File: src/rtl/fbr_pkg.sv
// Package for the flash boot reader: flash opcodes and controller state types.
// Assumes 8-bit opcodes and 24-bit addressing on the flash side.
package fbr_pkg;
    localparam int OP_W = 8;
    localparam logic [OP_W-1:0] OP_READ_1X  = 8'h03;
    localparam logic [OP_W-1:0] OP_READ_4X  = 8'h6B;

    typedef enum logic [1:0] {
        ST_IDLE,
        ST_XFER,
        ST_GAP,
        ST_DONE
    } fbr_state_t;

    typedef enum logic {
        PH_PROBE,
        PH_HEADER
    } fbr_phase_t;
endpackage

File: src/rtl/fbr_clkdiv.sv
// Half-period tick generator for the serial clock.
// While en is high it pulses tick once every div+1 cycles; it restarts when en drops.
// Assumes div is held stable except in the cycle that follows a tick.
module fbr_clkdiv #(
    parameter int DIV_W = 8
) (
    input  logic             clk,
    input  logic             rst_n,
    input  logic             en,
    input  logic [DIV_W-1:0] div,
    output logic             tick
);
    logic [DIV_W-1:0] cnt;

    assign tick = en && (cnt == div);

    // Count cycles within one half period; wrap on tick.
    always_ff @(posedge clk) begin
        if (!rst_n || !en) begin
            cnt <= '0;
        end else if (cnt == div) begin
            cnt <= '0;
        end else begin
            cnt <= cnt + 1'b1;
        end
    end

    a_r8_tick_spacing: assert property (@(posedge clk) disable iff (!rst_n)
        (tick && div != '0) |=> (!tick || div == '0));
endmodule

File: src/rtl/fbr_sigcheck.sv
// Width-detection word comparator.
// Compares the first NBYTES bytes after clear against WORD, first byte in the top bits.
// match is high only once every byte has arrived and all of them were equal.
module fbr_sigcheck #(
    parameter int NBYTES = 4,
    parameter logic [8*NBYTES-1:0] WORD = '0
) (
    input  logic       clk,
    input  logic       rst_n,
    input  logic       clear,
    input  logic       vld,
    input  logic [7:0] val,
    output logic       match
);
    localparam int CNT_W = $clog2(NBYTES + 1);

    logic [CNT_W-1:0] seen;
    logic             all_eq;
    logic [7:0]       want;

    // Pick the expected byte for the current position.
    always_comb begin
        want = '0;
        for (int i = 0; i < NBYTES; i++) begin
            if (seen == CNT_W'(i)) want = WORD[8*(NBYTES-1-i) +: 8];
        end
    end

    // Track position and a sticky equality flag.
    always_ff @(posedge clk) begin
        if (!rst_n || clear) begin
            seen   <= '0;
            all_eq <= 1'b1;
        end else if (vld && seen < CNT_W'(NBYTES)) begin
            seen <= seen + 1'b1;
            if (val != want) all_eq <= 1'b0;
        end
    end

    assign match = all_eq && (seen == CNT_W'(NBYTES));
endmodule

File: src/rtl/fbr_deser.sv
// Byte assembler for flash read data.
// On each smp it takes one bit from lanes[1] (single) or a nibble from lanes[3:0] (quad),
// MSB first, and emits a one-cycle vld with the finished byte. clr drops a partial byte.
module fbr_deser #(
    parameter int LANES = 4,
    parameter int BYTE_W = 8
) (
    input  logic              clk,
    input  logic              rst_n,
    input  logic              clr,
    input  logic              smp,
    input  logic              quad,
    input  logic [LANES-1:0]  lanes,
    output logic              vld,
    output logic [BYTE_W-1:0] data
);
    localparam int BC_W = $clog2(BYTE_W + 1);

    logic [BYTE_W-1:0] acc, acc_nx;
    logic [BC_W-1:0]   nbits, nbits_nx;

    // Shift the next bit or nibble into the accumulator.
    always_comb begin
        acc_nx   = quad ? {acc[BYTE_W-LANES-1:0], lanes} : {acc[BYTE_W-2:0], lanes[1]};
        nbits_nx = nbits + (quad ? BC_W'(LANES) : BC_W'(1));
    end

    // Accumulate and release whole bytes.
    always_ff @(posedge clk) begin
        if (!rst_n || clr) begin
            acc   <= '0;
            nbits <= '0;
            vld   <= 1'b0;
        end else begin
            vld <= 1'b0;
            if (smp) begin
                if (nbits_nx == BC_W'(BYTE_W)) begin
                    vld   <= 1'b1;
                    acc   <= '0;
                    nbits <= '0;
                end else begin
                    acc   <= acc_nx;
                    nbits <= nbits_nx;
                end
            end
        end
    end

    // Hold the last finished byte.
    always_ff @(posedge clk) begin
        if (!rst_n) data <= '0;
        else if (smp && !clr && nbits_nx == BC_W'(BYTE_W)) data <= acc_nx;
    end
endmodule

File: src/rtl/flash_boot_reader.sv
// Boot header fetch master for a serial NOR flash.
// Probes a width-detection word at the slow rate on one lane. It then reads the header range
// either on four lanes (quad read with dummy clocks, fast rate) or on one lane (on mismatch).
// Serial clock idles low: lane 0 changes on falling edges and data is sampled on rising edges.
module flash_boot_reader
    import fbr_pkg::*;
#(
    parameter int DIV_W      = 8,
    parameter int ADDR_W     = 24,
    parameter int PROBE_ADDR = 32'h20,
    parameter int HDR_FIRST  = 32'h1D,
    parameter int HDR_LAST   = 32'h45,
    parameter int DUMMY_CLKS = 8,
    parameter int SIG_BYTES  = 4,
    parameter logic [8*SIG_BYTES-1:0] SIG_WORD = 32'h665599AA
) (
    input  logic             clk,
    input  logic             rst_n,
    input  logic             start,
    input  logic [DIV_W-1:0] div_slow,
    input  logic [DIV_W-1:0] div_fast,
    output logic             cs_n,
    output logic             sclk,
    output logic [3:0]       d_out,
    output logic [3:0]       d_oe,
    input  logic [3:0]       d_in,
    output logic             hdr_valid,
    output logic [7:0]       hdr_byte,
    output logic             quad_mode,
    output logic             sig_fail,
    output logic             done
);
    localparam int CMD_BITS  = OP_W + ADDR_W;
    localparam int HDR_BYTES = HDR_LAST - HDR_FIRST + 1;
    localparam int MAX_EDGES = CMD_BITS + DUMMY_CLKS + 8 * HDR_BYTES;
    localparam int EDGE_W    = $clog2(MAX_EDGES + 1);
    localparam logic [EDGE_W-1:0] CMD_END   = EDGE_W'(CMD_BITS);
    localparam logic [EDGE_W-1:0] PROBE_END = EDGE_W'(CMD_BITS + 8 * SIG_BYTES);
    localparam logic [EDGE_W-1:0] S_HDR_END = EDGE_W'(CMD_BITS + 8 * HDR_BYTES);
    localparam logic [EDGE_W-1:0] Q_DATA    = EDGE_W'(CMD_BITS + DUMMY_CLKS);
    localparam logic [EDGE_W-1:0] Q_HDR_END = EDGE_W'(CMD_BITS + DUMMY_CLKS + 2 * HDR_BYTES);
    localparam logic [ADDR_W-1:0] PROBE_A   = ADDR_W'(PROBE_ADDR);
    localparam logic [ADDR_W-1:0] HDR_A     = ADDR_W'(HDR_FIRST);

    fbr_state_t          st;
    fbr_phase_t          phase;
    logic                cs_q, sclk_q, cmd_oe, quad_rx, gap_q;
    logic                quad_q, fail_q;
    logic [CMD_BITS-1:0] sreg;
    logic [EDGE_W-1:0]   edges, end_edge, data_edge;
    logic [DIV_W-1:0]    div_q;
    logic                tick, smp, rx_vld, sig_ok;
    logic [7:0]          rx_byte;

    fbr_clkdiv #(.DIV_W(DIV_W)) u_div (
        .clk(clk), .rst_n(rst_n), .en(st == ST_XFER || st == ST_GAP), .div(div_q), .tick(tick)
    );

    assign smp = tick && (st == ST_XFER) && !sclk_q && (edges >= data_edge);

    fbr_deser #(.LANES(4), .BYTE_W(8)) u_deser (
        .clk(clk), .rst_n(rst_n), .clr(cs_q), .smp(smp), .quad(quad_rx),
        .lanes(d_in), .vld(rx_vld), .data(rx_byte)
    );

    fbr_sigcheck #(.NBYTES(SIG_BYTES), .WORD(SIG_WORD)) u_sig (
        .clk(clk), .rst_n(rst_n), .clear(st == ST_IDLE), .vld(rx_vld && phase == PH_PROBE),
        .val(rx_byte), .match(sig_ok)
    );

    // Sequence probe, gap, header, gap, done; toggle the serial clock on each tick.
    always_ff @(posedge clk) begin
        if (!rst_n) begin
            st        <= ST_IDLE;
            phase     <= PH_PROBE;
            cs_q      <= 1'b1;
            sclk_q    <= 1'b0;
            sreg      <= '0;
            edges     <= '0;
            end_edge  <= '0;
            data_edge <= '0;
            cmd_oe    <= 1'b0;
            quad_rx   <= 1'b0;
            div_q     <= '0;
            gap_q     <= 1'b0;
            quad_q    <= 1'b0;
            fail_q    <= 1'b0;
        end else begin
            unique case (st)
                ST_IDLE: begin
                    if (start) begin
                        st        <= ST_XFER;
                        phase     <= PH_PROBE;
                        quad_q    <= 1'b0;
                        fail_q    <= 1'b0;
                        cs_q      <= 1'b0;
                        sclk_q    <= 1'b0;
                        edges     <= '0;
                        cmd_oe    <= 1'b1;
                        sreg      <= {OP_READ_1X, PROBE_A};
                        div_q     <= div_slow;
                        end_edge  <= PROBE_END;
                        data_edge <= CMD_END;
                        quad_rx   <= 1'b0;
                    end
                end
                ST_XFER: begin
                    if (tick) begin
                        if (!sclk_q) begin
                            sclk_q <= 1'b1;
                            edges  <= edges + 1'b1;
                        end else if (edges == end_edge) begin
                            sclk_q <= 1'b0;
                            cs_q   <= 1'b1;
                            cmd_oe <= 1'b0;
                            gap_q  <= 1'b0;
                            st     <= ST_GAP;
                        end else begin
                            sclk_q <= 1'b0;
                            sreg   <= {sreg[CMD_BITS-2:0], 1'b0};
                            if (edges == CMD_END) cmd_oe <= 1'b0;
                        end
                    end
                end
                ST_GAP: begin
                    if (tick) begin
                        gap_q <= 1'b1;
                        if (gap_q) begin
                            if (phase == PH_PROBE) begin
                                st     <= ST_XFER;
                                phase  <= PH_HEADER;
                                cs_q   <= 1'b0;
                                sclk_q <= 1'b0;
                                edges  <= '0;
                                cmd_oe <= 1'b1;
                                if (sig_ok) begin
                                    sreg      <= {OP_READ_4X, HDR_A};
                                    div_q     <= div_fast;
                                    data_edge <= Q_DATA;
                                    end_edge  <= Q_HDR_END;
                                    quad_rx   <= 1'b1;
                                    quad_q    <= 1'b1;
                                end else begin
                                    sreg      <= {OP_READ_1X, HDR_A};
                                    div_q     <= div_slow;
                                    data_edge <= CMD_END;
                                    end_edge  <= S_HDR_END;
                                    quad_rx   <= 1'b0;
                                    fail_q    <= 1'b1;
                                end
                            end else begin
                                st <= ST_DONE;
                            end
                        end
                    end
                end
                ST_DONE: st <= ST_IDLE;
                default: st <= ST_IDLE;
            endcase
        end
    end

    assign cs_n      = cs_q;
    assign sclk      = sclk_q;
    assign d_out     = {3'b000, sreg[CMD_BITS-1]};
    assign d_oe      = {3'b000, cmd_oe};
    assign hdr_valid = rx_vld && (phase == PH_HEADER);
    assign hdr_byte  = rx_byte;
    assign quad_mode = quad_q;
    assign sig_fail  = fail_q;
    assign done      = (st == ST_DONE);

    a_r7_sclk_idle_low: assert property (@(posedge clk) disable iff (!rst_n)
        cs_n |-> !sclk);
    a_r6_d0_still_on_rise: assert property (@(posedge clk) disable iff (!rst_n)
        (!cs_n && $rose(sclk)) |-> $stable(d_out[0]));
    a_r11_oe_only_selected: assert property (@(posedge clk) disable iff (!rst_n)
        (|d_oe) |-> !cs_n);
    a_r9_done_deselected: assert property (@(posedge clk) disable iff (!rst_n)
        done |-> cs_n);
    a_r5_fail_not_quad: assert property (@(posedge clk) disable iff (!rst_n)
        sig_fail |-> !quad_mode);
    a_r4_byte_inside_xfer: assert property (@(posedge clk) disable iff (!rst_n)
        hdr_valid |-> (!cs_n && sclk));
endmodule

File: config.mk
export PLATFORM = sky130hd
export DESIGN_NAME = flash_boot_reader
export DESIGN_NICKNAME = d
export VERILOG_FILES = /design/src/rtl/fbr_pkg.sv /design/src/rtl/fbr_clkdiv.sv /design/src/rtl/fbr_sigcheck.sv /design/src/rtl/fbr_deser.sv /design/src/rtl/flash_boot_reader.sv
export SDC_FILE = /design/constraint.sdc
export NUM_CORES = 1
export LEC_CHECK = 0
export ABC_AREA = 1
export BUFFER_PORTS_ARGS = -buffer_cell sky130_fd_sc_hd__buf_2
export CAP_MARGIN = 10
export CORE_UTILIZATION = 40
export DETAILED_ROUTE_END_ITERATION = 7
export GPL_TIMING_DRIVEN = 1
export PLACE_DENSITY_LB_ADDON = 0.1
export REMOVE_ABC_BUFFERS = 1
export SLEW_MARGIN = 30
export SYNTH_ARGS = -nofsm -noshare
export SYNTH_HDL_FRONTEND = slang
export SYNTH_HIERARCHICAL = 1
export SYNTH_SLANG_ARGS = --single-unit
File: constraint.sdc
create_clock -name clk -period 3.5 [get_ports clk]
set_clock_uncertainty 0.1 [all_clocks]
set_input_delay 0.35 -clock clk [delete_from_list [all_inputs] [get_ports clk]]
set_output_delay 0.35 -clock clk [all_outputs]
set_load 0.005 [all_outputs]
=== Yosys cells after proc, flatten, opt, wreduce, memory -nomap -nowiden ===
Index checks and enable logic that the tools add are counted.

* Bits in registers: 109
* Bits in latches: 0
* Bits in writable memories: 0
* Bits in read-only memories: 0
* Input bits: 23
* Logic and storage cells: 184
* Memories kept: 0

* Add/sub/neg operators: 4
* Multiply operators: 0
* Divide/modulo/power cells: 0
* $lt $le $gt $ge: 2
* Equal/unequal tests: 24
* Shift operators: 0
* Multiplexer cells: 94
* Bitwise operators: 2
* Reductions and logical operators: 37

{| class="wikitable"
|+ Operators by type and width
! kind !! number
|-
| 32-bit 2-to-1 mux || 7
|-
| 9-bit 2-to-1 mux || 15
|-
| 32-bit one-hot mux with 3 select lines || 1
|-
| 8-bit 2-to-1 mux || 8
|-
| 1-bit 2-to-1 mux || 36
|-
| 9-bit one-hot mux with 2 select lines || 2
|-
| 31-bit 2-to-1 mux || 1
|-
| 9-bit one-hot mux with 3 select lines || 1
|-
| 6-bit AND reduction || 4
|-
| 8-bit AND reduction || 3
|-
| 7-bit 2-to-1 mux || 3
|-
| 2-bit inequality test (second input constant) || 10
|-
| 8-bit one-hot mux with 2 select lines || 1
|-
| 2-bit 2-to-1 mux || 7
|-
| 1-bit logical AND || 10
|-
| 1-bit one-hot mux with 2 select lines || 5
|-
| 5-bit AND reduction || 2
|-
| 9-bit by 1-bit adder with 9-bit output (second input constant) || 1
|-
| 9-bit by 6-bit equality test with 1-bit output (second input constant) || 1
|-
| 9-bit equality test || 1
|-
| 9-bit >= comparator || 1
|-
| 1-bit one-hot mux with 3 select lines || 3
|-
| 8-bit by 1-bit adder with 8-bit output (second input constant) || 1
|-
| 8-bit equality test || 1
|-
| 26 further kinds || 38
|}

=== Depth between registers and ports, before layout ===
Gate-level depths: netlist of run 1.

* Word-level depth: 8
* Mapped depth: 16
* Depth with buffers taken out: 16

=== Cells and area by module ===
Netlist of run 1, hierarchy kept.

{| class="wikitable"
|+ Modules (own cells, without submodules)
! module !! instances !! cells each !! area an instance (um^2) !! sequential area each (um^2)
|-
| flash_boot_reader || 1 || 460 || 3181.8 || 1241.2
|-
| fbr_deser || 1 || 149 || 1029.7 || 400.4
|-
| fbr_clkdiv || 1 || 74 || 511.7 || 160.2
|-
| fbr_sigcheck || 1 || 62 || 365.4 || 80.1
|}

=== Worst setup path after synthesis of run 1 ===
No wires, ideal clock.

* Path kind: reg-to-reg
* From: register st[0]
* To: register sreg[27]
* Setup time: 0.115 ns
* Arrival time: 1.926 ns
* Path slack: 1.359 ns
* Stages on the path, launching flop included: 13
* Path buffers: 1
* Period minus slack after synthesis: 2.141 ns
* Cells stage by stage: dfxtp_1 > inv_1 > ha_1 > inv_1 > nor2_1 > inv_1 > nand2_1 > nand2_2 > nor3_4 > nand2_2 > buf_4 > a21oi_1 > nor2_1

* Longest elaborated chain between the ends: 5
* Elaborated cells between the ends (all ways): 15
* Those cells by class: 9 x eq/ne; 1 x mux; 5 x reduce/logical

{| class="wikitable"
|+ RTL lines
! item !! RTL line !! RTL
|-
| from (decl) || flash_boot_reader.sv:45 || <nowiki>fbr_state_t st;</nowiki>
|-
| from (signal assigned) || flash_boot_reader.sv:74 || <nowiki>st <= ST_IDLE;</nowiki>
|-
| from (signal assigned) || flash_boot_reader.sv:92 || <nowiki>st <= ST_XFER;</nowiki>
|-
| from (signal assigned) || flash_boot_reader.sv:117 || <nowiki>st <= ST_GAP;</nowiki>
|-
| 2-bit by 1-bit equality test with 1-bit output / 2-bit equality test (equally long branches) || flash_boot_reader.sv:56 || <nowiki>.clk(clk), .rst_n(rst_n), .en(st == ST_XFER || st == ST_GAP), .div(div_q), .tick(tick)</nowiki>
|-
| 1-bit logical OR * || flash_boot_reader.sv:56 ||
|-
| 1-bit logical AND * || fbr_clkdiv.sv:15 || <nowiki>assign tick = en && (cnt == div);</nowiki>
|-
| net tick || flash_boot_reader.sv:52 || <nowiki>logic tick, smp, rx_vld, sig_ok;</nowiki>
|-
| 2-bit inequality test (no source line) || - ||
|-
| 8-bit AND reduction (no source line) * || - ||
|-
| to (signal assigned) || flash_boot_reader.sv:100 || <nowiki>sreg <= {OP_READ_1X, PROBE_A};</nowiki>
|-
| to (signal assigned) || flash_boot_reader.sv:120 || <nowiki>sreg <= {sreg[CMD_BITS-2:0], 1'b0};</nowiki>
|-
| to (signal assigned) || flash_boot_reader.sv:137 || <nowiki>sreg <= {OP_READ_4X, HDR_A};</nowiki>
|-
| to (decl) || flash_boot_reader.sv:49 || <nowiki>logic [CMD_BITS-1:0] sreg;</nowiki>
|}

The timed path passes the listed nets; every way through them passes the cells marked *.
A chain may end at the register's enable or synchronous reset.

=== Worst setup path in the final report of run 1 ===
* From: register st[0]
* To: register u_deser.data[2]

* Longest elaborated chain between the ends: 8
* Elaborated cells between the ends (all ways): 9
* Those cells by class: 2 x eq/ne; 7 x reduce/logical

{| class="wikitable"
|+ RTL lines
! item !! RTL line !! RTL
|-
| 2-bit by 1-bit equality test with 1-bit output / 2-bit equality test (equally long branches) || flash_boot_reader.sv:56 ||
|-
| 1-bit logical OR * || flash_boot_reader.sv:56 ||
|-
| 1-bit logical AND * || fbr_clkdiv.sv:15 ||
|-
| net tick || flash_boot_reader.sv:52 ||
|-
| 1-bit logical AND * (3 in a row) || flash_boot_reader.sv:59 || <nowiki>assign smp = tick && (st == ST_XFER) && !sclk_q && (edges >= data_edge);</nowiki>
|-
| net smp || flash_boot_reader.sv:52 ||
|-
| 1-bit logical AND * (2 in a row) || fbr_deser.sv:52 || <nowiki>else if (smp && !clr && nbits_nx == BC_W'(BYTE_W)) data <= acc_nx;</nowiki>
|-
| to (signal assigned) || fbr_deser.sv:52 ||
|-
| to (decl) || fbr_deser.sv:15 || <nowiki>output logic [BYTE_W-1:0] data</nowiki>
|}

Marked as above.

==> key figures, run 1 <==
Yosys
  – Mux contribution to synthesized area: 0
  – Mapped Cells: roughly 750
  – Ys async rst share: 0
  – Post-synthesis xor/xnor area fraction: 0.0155
  – Synth Area in Adders: 0.0418
  – Synth Area in Compound Gates: 0.112
  – Dominant synthesized flop cell: dfxtp_1
  – Yosys cell types: 37
  – Area leader, netlist: dfxtp_1
  – Yosys reg bits: 94
  – Syn_area_per_cell: 6.83 sq um
  – Main combinational cell family by area after synthesis: simple AND/OR/NAND/NOR gates
  – Seq/Total Area, Yosys: 0.370
  – Simple-Gate Fraction of Synth Area: 0.354
  – Synth warn: 6
  – Post-synth EDFFs: 0
  – Synth top area share: 0.370
  – Dominant cells by area after synthesis: dfxtp_1 37%, nand2_1 12%, nor2_1 6.3%
  – Mapped cell area: around 5100 sq um

Finish
  – Syn-to-layout area delta: 10.8%
  – Antenna Cells: 0
  – Fraction of layout instances using a drive strength above 1: 0.119
  – Most common library cell in the layout ignoring fill and taps: nand2_1
  – Fin cells: 940
  – Most frequent cells in the layout: 168 x nand2_1, 94 x dfxtp_1, 85 x nor2_1, 82 x inv_1, 63 x a21oi_1
  – Final-stage net count: a little over 800

Routing
  – 1st-iter DRT viols: 336
  – First-pass DRT Iterations: 5
  – # DRC: 0
  – Antenna-violating nets left: 0
  – Via density: 4.92
  – Vias: 4629
  – Avg WL per Cell: between 10 and 15 microns
  – Final WL: between 10 and 15 mm

Timing
  – Post-Route Setup TNS: 0 ns
  – Unrepaired setup endpoints after global routing: no
  – Count of final hold-check violations: 0
  – Worst-Margin Slew: approximately 0.76 ns
  – Final setup viols: 0
  – Fin crit share: 0.783
  – Relative slew slack: 0.488
  – Minimum clock period: approximately 2.7 ns
  – Fmax: about 0.37 GHz
  – Worst setup margin: ~0.76 ns
  – Final Hold Slack: roughly 0.25 ns
  – Slew Viols, Final: 0

Placed design
  – Post-detail-place hpwl: 8.13 mm
  – Global placement routability congestion: 0.862
  – Placed cell count: 925
  – Post-Place Setup Slack: 0.809 ns
  – I/O Buffers: 38

Run status
  – Status: finished, final reports clean

Die
  – # rows: 40
  – Io pins: 45
  – Full die area: between 10000 and 15000 sq um
  – Die Y: around 110 microns
  – Core area: ~12000 sq um
  – DIE WIDTH: between 100 and 150 microns
  – Initial Util: 0.417

Power and ir drop
  – Design Power: around 4.2 mW
  – Total power density per cell area: 752 nW/um^2
  – Max VDD drop: ~0.43 mV
  – Leak pwr: ~2.4 nW

Min path
  – HP Class: primary input to register

CTS
  – Max Buffers Root-to-Sink: 2
  – CTS resizes: 0
  – H-Tree Depth: 3
  – Number of post-CTS setup repair buffers: 0
  – Clk sink count: 94
  – Clock transition at the registers of the reported paths: 0.06 ns
  – Worst skew pair latency: between 0.3 and 0.4 ns
  – Clock root cell: clkbuf_16
  – # hold bufs at CTS: 0
  – CTS buffer count: 9
  – CTS tree: yes

Critical path
  – Setup CP Type: register to register
  – Critical Path AT: 2.88 ns
  – Crit path capture type: register
  – CP Max Fanout: 21
  – Data required, critical path: roughly 3.6 ns
  – CP Launch Type: register
  – R2R Setup Slk: about 0.76 ns

Global routing
  – First-pass GRT wire length: 19.9 mm
  – Largest net degree at the start of global routing: 45
  – Global route overflow: 0
  – Initial antenna violation count: 0
  – Vias in the first global route: 4170
  – Total track usage: 0.190

Flow run
  – Max-cap violations: 0
path summary, 6_finish.rpt:
path,start,depth (start not counted),end
hold reg to reg,u_sig/all_eq$_SDFFE_PP1P_,2,u_sig/all_eq$_SDFFE_PP1P_
setup reg to reg,st[0]$_SDFFE_PN0P_,12,u_deser/data[2]$_SDFFE_PN0P_
hold / removal,div_fast[3],5,div_q[3]$_SDFFE_PN0P_
setup / recovery,st[0]$_SDFFE_PN0P_,12,u_deser/data[2]$_SDFFE_PN0P_
critical path: stages (launching register included):
cell and delay (ns):
dfxtp_1 0.41, inv_1 0.09, ha_1 0.42, inv_1 0.06
nor2_1 0.16, inv_1 0.12, nor3_2 0.18, buf_4 0.24
inv_1 0.13, nor2_1 0.42, nand4_1 0.17, nand2_1 0.09
nor2_1 0.04
stage by stage:
stage	instance area, sq um	util
finish	5640	0.462
global route	5640	0.462
CTS	5640	0.462
detailed placement	5350	0.438
global placement	5350	0.438
floorplan	4890	-
synthesized netlist by cell type (2+ instances only):
cell and n:
nand2_1 168, dfxtp_1 94, nor2_1 85, inv_1 82, a21oi_1 63, nand3_1 57, o21ai_0 36, nand4_1 34
ha_1 17, clkbuf_1 16, buf_4 12, nor2_2 11, nor3_1 9, buf_2 8, nand2_2 7, nand3b_1 6
xnor2_1 5, xor2_1 4, clkinv_1 3, nand3_2 3, nor3b_1 3, a211oi_1 2, buf_6 2, inv_2 2
nand2_4 2, nor2_8 2, o21ai_1 2
sequential cells by signal, indices dropped and copies added (netlist names), 2 cells and up:
name           cells
st                 2
u_deser/data       8
div_q              8
sreg              32
end_edge           4
u_deser/nbits      4
u_deser/acc        7
u_div/cnt          8
edges              9
u_sig/seen         3
cell families after synthesis:
logic type | after synthesis
compound gates | 109
xor+xnor | 9
fa+ha+maj | 17
buf+inv | 125
flops | 94
other cells | 1
simple gates | 390
layout make-up:
| cell class | count | area [sq um] |
|---|---|---|
| Fill cell | 1316 | 6570 |
| Multi-Input combinational cell | 531 | 2690 |
| Sequential cell | 94 | 1880 |
| Inverter | 87 | 327 |
| Clock buffer | 13 | 270 |
| Timing Repair Buffer | 45 | 243 |
| Tap cell | 168 | 210 |
| Clock inverter | 2 | 16.3 |
where the power goes:
group | internal, mW | switching, mW | leakage (nW) | total (mW)
Clock | 0.537 | 0.407 | 0.138 | 0.944
Combinational | 0.573 | 1.35 | 1.54 | 1.93
Sequential | 1.23 | 0.134 | 0.764 | 1.37
layer usage:
layer	up-vias	global-route usage	part of all wire
met1	2104	0.246	0.48
met5	-	0	0
met4	0	0.0519	0.012
li1	2439	-	-
met2	77	0.313	0.47
met3	9	0.0511	0.040
Power figures use the tool's default switching activity.
==> run 2: changes to the inputs <==
clock period = 2.4 ns   (was 3.5 ns; I/O delays follow)
==> key figures, run 2 (synthesis gave the netlist of run 1 again) <==
Timing
  – Minimum clock period: 2.17 ns (was 2.74 ns)
  – Final setup viols: 0 (unchanged)
  – Fin crit share: 0.904 (was 0.783)
  – Worst setup margin: 0.230 ns (was 0.761 ns)
  – Fmax: 0.461 GHz (was 0.365 GHz)
  – Slew Viols, Final: 0 (unchanged)
  – Final Hold Slack: 0.136 ns (was 0.245 ns)
  – Count of final hold-check violations: 0 (unchanged)

Die
  – Die Y: 115 microns (unchanged)
  – DIE WIDTH: 115 microns (unchanged)
  – Io pins: 45 (unchanged)
  – Core area: 12200 sq um (unchanged)
  – Initial Util: 0.417 (unchanged)
  – # rows: 40 (unchanged)
  – Full die area: 13200 sq um (unchanged)

Critical path
  – Data required, critical path: 2.58 ns (was 3.64 ns)
  – Setup CP Type: register to register (unchanged)
  – CP Launch Type: register (unchanged)
  – CP Max Fanout: 12 (was 21)
  – Critical Path AT: 2.35 ns (was 2.88 ns)
  – Crit path capture type: register (unchanged)

Power and ir drop
  – Leak pwr: 2.58 nW (was 2.44 nW)
  – Sequential share of power: 0.291 (was 0.322)
  – Clock Power Share: 0.220 (was 0.223)
  – Total power density per cell area: 1130 nW/um^2 (was 752 nW/um^2)
  – Comb pwr share: 0.489 (was 0.455)
  – Max VDD drop: 0.867 mV (was 0.428 mV)
  – Sw Pwr: 2.92 mW (was 1.90 mW)
  – Switching share of power: 0.437 (was 0.447)
  – Int Power: 3.75 mW (was 2.34 mW)

Finish
  – Design area: 5890 sq um (was 5640 sq um)
  – Final-stage net count: 827 (was 808)
  – Area of the multi-input gates: 2740 sq um (was 2690 sq um)
  – Antenna Cells: 0 (unchanged)
  – Most flops, register: sreg (unchanged)
  – Fin util: 0.482 (was 0.462)
  – Fin cells: 960 (was 940)
  – Seq. cell area: 1880 sq um (about the same)
  – Fraction of layout instances using a drive strength above 1: 0.159 (was 0.119)
  – Top flop regs: sreg (32), edges (9) (unchanged)
  – Largest register FFs: 32 (unchanged)
  – Most frequent cells in the layout: 165 x nand2_1, 92 x dfxtp_1, 84 x nor2_1, 80 x inv_1, 63 x a21oi_1 (was 168 x nand2_1, 94 x dfxtp_1, 85 x nor2_1, 82 x inv_1, 63 x a21oi_1)
  – Most common library cell in the layout ignoring fill and taps: nand2_1 (unchanged)
  – Syn-to-layout area delta: 15.7% (was 10.8%)
  – Layout fillers: 1247 (was 1316)

Global routing
  – Largest net degree at the start of global routing: 43 (was 45)
  – Total track usage: 0.191 (was 0.190)
  – M1 GR Usage: 0.253 (was 0.246)
  – Most congested layer reported by global routing: met2 (unchanged)
  – GRT met2 Usage: 0.306 (was 0.313)
  – Global route overflow: 0 (unchanged)
  – First-pass GRT wire length: 19.9 mm (about the same)
  – Vias in the first global route: 4276 (was 4170)
  – GR Layer Usage met3: 0.0506 (was 0.0511)
  – Initial antenna violation count: 0 (unchanged)

Placed design
  – Post-Place Setup Slack: 0.0844 ns (was 0.809 ns)
  – Placed cell count: 941 (was 925)
  – Global placement routability congestion: 0.842 (was 0.862)
  – Post-detail-place hpwl: 8.32 mm (was 8.13 mm)
  – I/O Buffers: 38 (unchanged)
  – Placed instance area: 5500 sq um (was 5350 sq um)

Min path
  – HP Class: primary input to register (unchanged)

CTS
  – CTS buffer count: 9 (unchanged)
  – H-Tree Depth: 3 (unchanged)
  – Clk sink count: 94 (unchanged)
  – Max Buffers Root-to-Sink: 2 (unchanged)
  – Clock root cell: clkbuf_16 (unchanged)
  – CTS tree: yes (unchanged)
  – Worst skew pair latency: 0.35 ns (about the same)
  – Clock transition at the registers of the reported paths: 0.07 ns (was 0.06 ns)

Routing
  – 1st-iter DRT viols: 270 (was 336)
  – First-pass DRT Iterations: 5 (unchanged)
  – # DRC: 0 (unchanged)
  – Final WL: 11.7 mm (was 11.6 mm)
  – Vias: 4711 (was 4629)
  – Antenna-violating nets left: 0 (unchanged)
  – Avg WL per Cell: 12.2 microns (was 12.4 microns)
  – Via density: 4.91 (was 4.92)

Flow run
  – Max-cap violations: 0 (unchanged)

Run status
  – Status: finished, final reports clean (unchanged)
[run 2: cell types whose count changed in the layout (fill, tap and decap cells not counted), moves of 2 or more]
| cell | delta |
|---|---|
| nor3b_1 | -2 |
| nor2_4 | +2 |
| inv_1 | -2 |
| buf_12 | +2 |
| nor3b_2 | +2 |
| inv_2 | +2 |
| dfxtp_1 | -2 |
| nand2_2 | +3 |
| clkbuf_8 | -2 |
| nor3_1 | -2 |
| inv_6 | +2 |
| dfxtp_2 | +2 |
| buf_4 | +16 |
| nand2_1 | -3 |
[run 2: what timing repair did]
action / 4_1_cts / 5_1_grt
buffers inserted: 0 / 3
resized for setup: 0 / 18
setup endpoints to repair: 0 / 60
hold buffers: 0 / 0
endpoints found under the hold margin: 0 / 0
[run 2: routing by layer]
metal	wire length (microns)	vias up	part of all wire
met1	5780	2151	0.49
met2	5440	72	0.46
li1	-	2482	-
met4	137	0	0.012
met3	363	6	0.031
met5	0	-	0
[run 2: power by group through the flow]
stage	logic, mW	registers [mW]	clock network (mW)
after global routing	3.68	1.97	1.57
after detailed placement	3.11	1.97	0
final	3.26	1.94	1.47
after global placement	3.06	1.97	0
after CTS	3.12	1.94	1.52
after floorplan	2.06	1.97	0
[run 2: worst max-delay path, cell delays in order (launching register included)]
cell and delay [ns]:
dfxtp_1 0.34, inv_1 0.09, ha_1 0.30, inv_1 0.07
nor2_4 0.12, inv_2 0.07, nand2_1 0.07, nand3_2 0.14
nor2_4 0.16, o21ai_1 0.10, buf_4 0.19, o21ai_0 0.17
nor3b_2 0.17
[run 2: final timing paths]
path                                           startpoint                   endpoint  slack (ns)  cells after the start
worst max-delay path                   st[1]$_SDFFE_PN0P_      edges[5]$_SDFFE_PN0P_        0.23                     12
worst min-delay path                          div_fast[3]      div_q[3]$_SDFFE_PN0P_        0.14                      5
worst max register to register         st[1]$_SDFFE_PN0P_      edges[5]$_SDFFE_PN0P_        0.23                     12
worst min register to register  u_sig/all_eq$_SDFFE_PP1P_  u_sig/all_eq$_SDFFE_PP1P_        0.35                      2
[run 2: per-stage QoR]
| stage | setup TNS, ns | power, mW |
|---|---|---|
| floorplan | -26.76 | 4.03 |
| global placement | 0 | 5.03 |
| detailed placement | 0 | 5.09 |
| CTS | 0 | 6.58 |
| global route | -0.0878 | 7.22 |
| finish | 0 | 6.67 |
[run 2: area by class of cell]
| class | instances | area share |
|---|---|---|
| flip-flops and latches | 94 | 0.320 |
| multi-input cells | 531 | 0.465 |
| repair buffers | 64 | 0.0710 |
| clock inverters | 6 | 0.0117 |
| clock buffers | 10 | 0.0406 |
| well taps | 168 | 0.0357 |
| inverters | 87 | 0.0561 |
